$ cat config.mk
export PLATFORM = sky130hd
export DESIGN_NAME = hts_line_timer
export DESIGN_NICKNAME = d
export VERILOG_FILES = /design/src/rtl/hts_pkg.sv /design/src/rtl/hts_lfsr_counter.sv /design/src/rtl/hts_state_decode.sv /design/src/rtl/hts_phase_fsm.sv /design/src/rtl/hts_line_timer.sv
export SDC_FILE = /design/constraint.sdc
export NUM_CORES = 1
export LEC_CHECK = 0
export BUFFER_PORTS_ARGS = -buffer_cell sky130_fd_sc_hd__buf_2
export CAP_MARGIN = 20
export CORE_AREA = 5 5 60 49
export DETAILED_ROUTE_END_ITERATION = 7
export DIE_AREA = 0 0 65 54
export PLACE_DENSITY_LB_ADDON = 0.05
export REMOVE_ABC_BUFFERS = 1
export SLEW_MARGIN = 20
export SYNTH_ARGS = -nofsm -noshare
export SYNTH_HDL_FRONTEND = slang
export SYNTH_SLANG_ARGS = --single-unit
$ cat constraint.sdc
create_clock -name clk -period 1.9 [get_ports clk]
set_input_delay 0.285 -clock clk [delete_from_list [all_inputs] [get_ports clk]]
set_output_delay 0.285 -clock clk [all_outputs]
set_load 0.05 [all_outputs]
$ cat src/rtl/hts_pkg.sv
package hts_pkg;

    // Width of the position shift register.
    localparam int unsigned POS_W = 6;
    // Number of distinct codes reachable from zero (all-ones is excluded).
    localparam int unsigned POS_STATES = (1 << POS_W) - 1;

    typedef logic [POS_W-1:0] pos_t;

    // Indices into the pattern-match vector.
    localparam int unsigned HIT_N         = 6;
    localparam int unsigned HIT_SYNC_ON   = 0;
    localparam int unsigned HIT_SYNC_OFF  = 1;
    localparam int unsigned HIT_BURST_ON  = 2;
    localparam int unsigned HIT_BURST_OFF = 3;
    localparam int unsigned HIT_ACTIVE    = 4;
    localparam int unsigned HIT_END       = 5;

    typedef enum logic [2:0] {
        PH_LEAD   = 3'd0,
        PH_SYNC   = 3'd1,
        PH_GAP    = 3'd2,
        PH_BURST  = 3'd3,
        PH_TAIL   = 3'd4,
        PH_ACTIVE = 3'd5
    } line_phase_e;

    // One step of the sequence: shift up, XNOR of the two top bits enters at bit 0.
    function automatic pos_t pos_advance(input pos_t s);
        return {s[POS_W-2:0], ~(s[POS_W-1] ^ s[POS_W-2])};
    endfunction

    // Code held after n steps from all-zeros; used to build match constants.
    function automatic pos_t pos_code(input int unsigned n);
        pos_t s;
        s = '0;
        for (int unsigned i = 0; i < n; i++) begin
            s = pos_advance(s);
        end
        return s;
    endfunction

endpackage

$ cat src/rtl/hts_lfsr_counter.sv
module hts_lfsr_counter
    import hts_pkg::*;
(
    input  logic clk,
    input  logic rst_n,
    input  logic step_en,
    input  logic restart,
    input  logic wrap,
    output pos_t q
);

    always_ff @(posedge clk or negedge rst_n) begin
        if (!rst_n) begin
            q <= '0;
        end else if (restart) begin
            q <= '0;
        end else if (step_en) begin
            if (wrap) begin
                q <= '0;
            end else begin
                q <= pos_advance(q);
            end
        end
    end

endmodule

$ cat src/rtl/hts_state_decode.sv
module hts_state_decode
    import hts_pkg::*;
#(
    parameter int unsigned         N     = 6,
    parameter logic [N*POS_W-1:0]  CODES = '0
) (
    input  pos_t         state,
    output logic [N-1:0] hit
);

    // One full-width compare per pattern: an AND term over all bits.
    for (genvar i = 0; i < N; i++) begin : g_term
        localparam pos_t PATTERN = CODES[i*POS_W +: POS_W];
        assign hit[i] = (state == PATTERN);
    end

endmodule

$ cat src/rtl/hts_phase_fsm.sv
module hts_phase_fsm
    import hts_pkg::*;
(
    input  logic             clk,
    input  logic             rst_n,
    input  logic             step_en,
    input  logic             restart,
    input  logic [HIT_N-1:0] hit,
    output logic             hsync,
    output logic             burst,
    output logic             hblank
);

    line_phase_e cur_ph;
    line_phase_e nxt_ph;

    // Next-state decision from the matched codes.
    always_comb begin
        nxt_ph = cur_ph;
        if (step_en) begin
            if (hit[HIT_END]) begin
                nxt_ph = PH_LEAD;
            end else begin
                unique case (cur_ph)
                    PH_LEAD:   if (hit[HIT_SYNC_ON])   nxt_ph = PH_SYNC;
                    PH_SYNC:   if (hit[HIT_SYNC_OFF])  nxt_ph = PH_GAP;
                    PH_GAP:    if (hit[HIT_BURST_ON])  nxt_ph = PH_BURST;
                    PH_BURST:  if (hit[HIT_BURST_OFF]) nxt_ph = PH_TAIL;
                    PH_TAIL:   if (hit[HIT_ACTIVE])    nxt_ph = PH_ACTIVE;
                    PH_ACTIVE: nxt_ph = PH_ACTIVE;
                    default:   nxt_ph = PH_LEAD;
                endcase
            end
        end
    end

    // State register.
    always_ff @(posedge clk or negedge rst_n) begin
        if (!rst_n) begin
            cur_ph <= PH_LEAD;
        end else if (restart) begin
            cur_ph <= PH_LEAD;
        end else begin
            cur_ph <= nxt_ph;
        end
    end

    // Output levels, a pure function of the registered phase.
    always_comb begin
        hsync  = 1'b0;
        burst  = 1'b0;
        hblank = 1'b1;
        unique case (cur_ph)
            PH_LEAD:   ;
            PH_SYNC:   hsync  = 1'b1;
            PH_GAP:    ;
            PH_BURST:  burst  = 1'b1;
            PH_TAIL:   ;
            PH_ACTIVE: hblank = 1'b0;
            default:   ;
        endcase
    end

endmodule

$ cat src/rtl/hts_line_timer.sv
module hts_line_timer
    import hts_pkg::*;
#(
    parameter int unsigned HSYNC_SET = 4,
    parameter int unsigned HSYNC_CLR = 8,
    parameter int unsigned BURST_SET = 9,
    parameter int unsigned BURST_CLR = 12,
    parameter int unsigned BLANK_CLR = 16,
    parameter int unsigned LINE_END  = 56
) (
    input  logic             clk,
    input  logic             rst_n,
    input  logic             cnt_en,
    input  logic             restart,
    output logic [POS_W-1:0] lfsr_q,
    output logic             hsync,
    output logic             burst,
    output logic             hblank
);

    // Match patterns, lowest index in the lowest slice.
    localparam logic [HIT_N*POS_W-1:0] MATCH_CODES = {
        pos_code(LINE_END),
        pos_code(BLANK_CLR),
        pos_code(BURST_CLR),
        pos_code(BURST_SET),
        pos_code(HSYNC_CLR),
        pos_code(HSYNC_SET)
    };

    pos_t             pos_q;
    logic [HIT_N-1:0] hit;

    hts_lfsr_counter u_ctr (
        .clk     (clk),
        .rst_n   (rst_n),
        .step_en (cnt_en),
        .restart (restart),
        .wrap    (hit[HIT_END]),
        .q       (pos_q)
    );

    hts_state_decode #(
        .N     (HIT_N),
        .CODES (MATCH_CODES)
    ) u_dec (
        .state (pos_q),
        .hit   (hit)
    );

    hts_phase_fsm u_fsm (
        .clk     (clk),
        .rst_n   (rst_n),
        .step_en (cnt_en),
        .restart (restart),
        .hit     (hit),
        .hsync   (hsync),
        .burst   (burst),
        .hblank  (hblank)
    );

    assign lfsr_q = pos_q;

endmodule

# Yosys cells after proc, flatten, opt, wreduce, memory -nomap -nowiden
# Cells that the tools add are included.
# word_totals
ramBits	0
memories	0
ff_bits	9
output_inout_bits	9
input_bits	4
word_cells	38
latchBits	0
rom_bits	0
# classes
shift	0
reduce_logical	3
muxes	15
n_lt_le_gt_ge	0
n_mul	0
n_eq_ne	16
n_bitwise	2
n_div	0
add_sub_neg	0
# op_table
operator	count
$mux 3	8
$ne 4x4->1 const B	5
$eq 6x4->1 const B	3
$eq 6x6->1 const B	3
$mux 6	3
$pmux 3 s6	1
$eq 3x2->1 const B	2
$eq 3x3->1 const B	2
$reduce_and 6->1	1
$eq 3x1->1 const B	1
$logic_not 3->1	1
$mux 1	3
$reduce_bool 2->1	1
$not 1->1	1
$xor 1x1->1	1

# Depth between registers and ports, before layout
# logic_depth
depth_word	6
mapped_depth	7
mapped_depth_nobuf	7

# Cells and area by module
# From an unflattened synthesis, not the netlist that was laid out.
# unflattened
hier_cells	70
area_unflattened_um2	626.9
# modules_own_cells
mod	seq_area_each_um2	area_per_inst_um2	cells_each	n_inst
hts_lfsr_counter	150.1	289.0	26	1
hts_phase_fsm	75.1	271.5	32	1
hts_state_decode	0.0	66.3	12	1

# Worst setup path before layout
# Ideal clock, no wire load.
# synth_timing
kind	register -> output
start	register u_fsm.cur_ph[2]
end	output port hsync
setup_slack_ns	-0.066
arrival_time_ns	1.681
n_path_buf	1
stages_incl_launch_ff	3
required_time_ns	1.615
cell_sequence	dfrtp_1 clkbuf_1 nor3_1
# synth_via
elab_chain_len	2
# synth_rtl
element	line_no	text
start: declaration	hts_phase_fsm.sv:14	line_phase_e cur_ph;
start signal: assignment	hts_phase_fsm.sv:44	cur_ph <= nxt_ph;
$eq 3x1->1	hts_phase_fsm.sv:53	unique case (cur_ph)
$mux 1	hts_phase_fsm.sv:53	
end: declaration	hts_line_timer.sv:16	output logic hsync,
# Every way passes these cells.

# Worst setup path after layout
# layout_timing
start	register u_fsm.cur_ph[2]
end	output port hblank
# layout_via
elab_chain_len	2
# layout_rtl
element	line_no	text
$eq 3x3->1	hts_phase_fsm.sv:53	
$mux 1	hts_phase_fsm.sv:53	
end: declaration	hts_line_timer.sv:18	output logic hblank
# Every way passes these cells.

==> load_flow_metrics.sql <==
INSERT INTO impl_metrics (metric_group, metric, value, unit) VALUES
('pwr', 'totalPowerFinal', '0.409', 'mW'),
('timing', 'sum_of_negative_setup_slack', '0', 'ns'),
('timing', 'fin_worst_skew', '0.00661', 'ns'),
('timing', 'slew-limit-headroom', '0.734', ''),
('timing', 'finalMaxSlewViolations', '0', ''),
('pwr', 'power.ir.vdd_worst', '202', 'uV'),
('layout', 'post_layout_nonfiller_instances', '116', ''),
('layout', 'layout-drive-gt1-share', '0.315', ''),
('logic_synthesis', 'syn_area_per_cell', '8.96', 'sq um'),
('detailed_routing', 'route.detailed.drc', '0', ''),
('floorplan', 'design.die.area', '0.00351', 'sq mm'),
('detailed_routing', 'wl_per_cell', '14.6', 'um'),
('global_routing', 'global_route.usage.total', '0.112', ''),
('worst_hold_path', 'hold_path.class', 'in -> reg', ''),
('worst_hold_path', 'hold_start', 'restart', ''),
('timing', 'report.final.setup_viol', '0', ''),
('logic_synthesis', 'synthDominantAreaCellType', 'dfrtp_1', ''),
('clock_tree', 'cts_tree', 'yes', ''),
('floorplan', 'design.portCount', '13', ''),
('logic_synthesis', 'yosysSeqAreaShare', '0.344', ''),
('worst_setup_path', 'critical_path_launch_point', 'u_fsm.cur_ph[2]', ''),
('timing', 'layout_min_cycle_time', '1.66', 'ns'),
('timing', 'setup_slack', '0.242', 'ns'),
('clock_tree', 'tritoncts.num_buffers', '3', ''),
('logic_synthesis', 'syn_area', '654', 'sq um'),
('place', 'pre_cts_ws', '0.275', 'ns'),
('timing', 'rsz_0062_raised_after_global_routing', 'no', ''),
('logic_synthesis', 'number_of_enable_type_register_cells_in_the_synthesized_netlist', '0', ''),
('place', 'cell_area_after_placement', '746', 'sq um'),
('detailed_routing', 'dr.pass1.iters', '2', ''),
('timing', 'slew_at_the_pin_with_the_worst_max_slew_slack', '0.400', 'ns'),
('timing', 'hold_viol', '0', ''),
('worst_setup_path', 'critPathKind', 'reg -> out', ''),
('timing', 'final.hold.worst_slack', '0.286', 'ns'),
('logic_synthesis', 'ys_types', '34', ''),
('global_routing', 'overflow', '0', ''),
('logic_synthesis', 'asyncSetResetFlopFracSynth', '1.00', ''),
('place', 'gp_congestion', '0.735', ''),
('global_routing', 'grt_antenna_before_repair', '0', ''),
('timing', 'max_freq', '0.603', 'GHz'),
('clock_tree', 'htreeDepth', '1', ''),
('logic_synthesis', 'synth_top_cells_by_area', 'dfrtp_1 (34%), mux2i_1 (4.6%), nor2_1 (4.6%), o311ai_4 (4.0%), ha_1 (3.8%)', ''),
('logic_synthesis', 'ys_dominant_reg_cell', 'dfrtp_1', ''),
('logic_synthesis', 'netlist_instances', '73', ''),
('layout', 'design.final.nets', '96', ''),
('worst_setup_path', 'cp_max_fo', '11', ''),
('logic_synthesis', 'post-synth-top-area-fraction', '0.344', ''),
('detailed_routing', 'totalWireLength', '1700', 'um'),
('detailed_routing', 'routed-via-count', '576', ''),
('clock_tree', 'cts.sinks', '9', ''),
('worst_setup_path', 'reg2reg_setup_slack', '0.26', 'ns'),
('place', 'dp.cells', '111', ''),
('pwr', 'p_per_area', '524', 'mW/mm^2'),
('place', 'io_buf_count', '12', ''),
('detailed_routing', 'vias_per_cell', '4.97', ''),
('run_status', 'outcome', 'completed', ''),
('global_routing', 'via_count_of_the_first_global_routing_pass', '581', ''),
('worst_setup_path', 'crit-reg2reg-launch', 'u_fsm.cur_ph[0]', ''),
('clock_tree', 'clkTransAtPathRegs', '0.07', 'ns'),
('layout', 'antenna-diode-count', '0', ''),
('run', 'maxCapViolCount', '0', ''),
('global_routing', 'grt_pass1_wl', '2820', 'um'),
('layout', 'syn_to_final_growth', '19.5', '%'),
('clock_tree', 'clock_tree.root_cell', 'clkbuf_4', ''),
('worst_setup_path', 'worst_ep_arrival_time', '1.37', 'ns'),
('floorplan', 'starting_density_of_the_core', '0.275', ''),
('layout', 'design_area', '782', 'sq um'),
('floorplan', 'die_extent_in_x', '65', 'um'),
('logic_synthesis', 'yosys_warnings', '0', ''),
('floorplan', 'chipHeight', '54', 'um'),
('clock_tree', 'clk-insertion-delay-late', '0.27', 'ns');
## flip-flops by register name, summed over array words and instances, names as in the netlist
signal        flops
u_ctr.q           6
u_fsm.cur_ph      3
## placed cells by master (no fill, tap or decap), drive strengths merged
cell / netlist / routed
nor2b: 1 / 1
nor2: 8 / 8
a21oi: 4 / 4
and2b: 1 / 1
dlygate4sd3: 0 / 1
and2: 1 / 1
nand2b: 1 / 1
nor3: 3 / 3
mux2i: 3 / 3
o22ai: 1 / 1
nand4b: 2 / 2
nand3: 5 / 5
or2: 1 / 1
ha: 2 / 2
o21ai: 5 / 5
a32o: 1 / 1
buf: 3 / 15
a211o: 1 / 1
nor4: 1 / 1
or3: 1 / 1
inv: 6 / 6
dfrtp: 9 / 9
o211ai: 2 / 2
nand3b: 1 / 1
o311ai: 1 / 1
nand2: 6 / 6
o31ai: 1 / 1
o221ai: 1 / 1
clkbuf: 1 / 4
## kinds of logic (layout without fill, tap and decap cells)
family / count (synthesis) / in the layout / share of synthesized area
buf+inv: 10 / 26 / 0.0726
mux: 3 / 3 / 0.0459
fa+ha+maj: 2 / 2 / 0.0382
compound gates: 17 / 17 / 0.220
simple gates: 32 / 32 / 0.279
flops: 9 / 9 / 0.344
## cell usage after synthesis (2+ instances only)
master,instances
nor3_1,3
inv_1,6
ha_1,2
a21oi_2,2
nand2_1,6
dfrtp_1,9
buf_2,2
a21oi_1,2
nor2_1,8
nand3_1,5
o21ai_0,3
mux2i_1,3
## cell type report
type | instances | area (sq um)
sequential | 9 | 225
tap | 27 | 33.8
clock buffer | 4 | 26.3
multi-input combinational | 54 | 382
inverter | 6 | 22.5
fill | 262 | 1600
timing repair buffer | 16 | 92.6
## worst paths after layout
kind	depth (start not counted)	endpoint
max	3	hblank
max in group asynchronous	2	u_fsm.cur_ph[0]
max reg2reg	6	u_fsm.cur_ph[2]
min	2	u_ctr.q[5]
min reg2reg	1	u_ctr.q[4]
min in group asynchronous	2	u_ctr.q[5]
## routing by layer
metal	vias up	share of wire	GRT usage
li1	295	-	-
met1	270	0.51	0.140
met2	7	0.44	0.171
met3	4	0.035	0.0501
met4	0	0.012	0.0421
met5	-	0	0
## where the power goes
group | switching (mW) | leakage [nW] | internal (mW)
Combinational | 0.0364 | 0.205 | 0.0166
Clock | 0.0721 | 0.0150 | 0.0812
Sequential | 0.00810 | 0.124 | 0.195
## what timing repair did
| item | CTS | global route |
|---|---|---|
| setup buffers | 0 | 0 |
| gates resized for setup | 0 | 0 |
| hold buffers | 1 | 0 |
| endpoints found under the hold margin | 9 | 0 |
## critical path: stages (launching register included)
cell     delay, ns
dfrtp_1       0.52
and2b_1       0.26
nand2_1       0.06
buf_2         0.26
No activity file was read; power rests on OpenSTA's default activity.
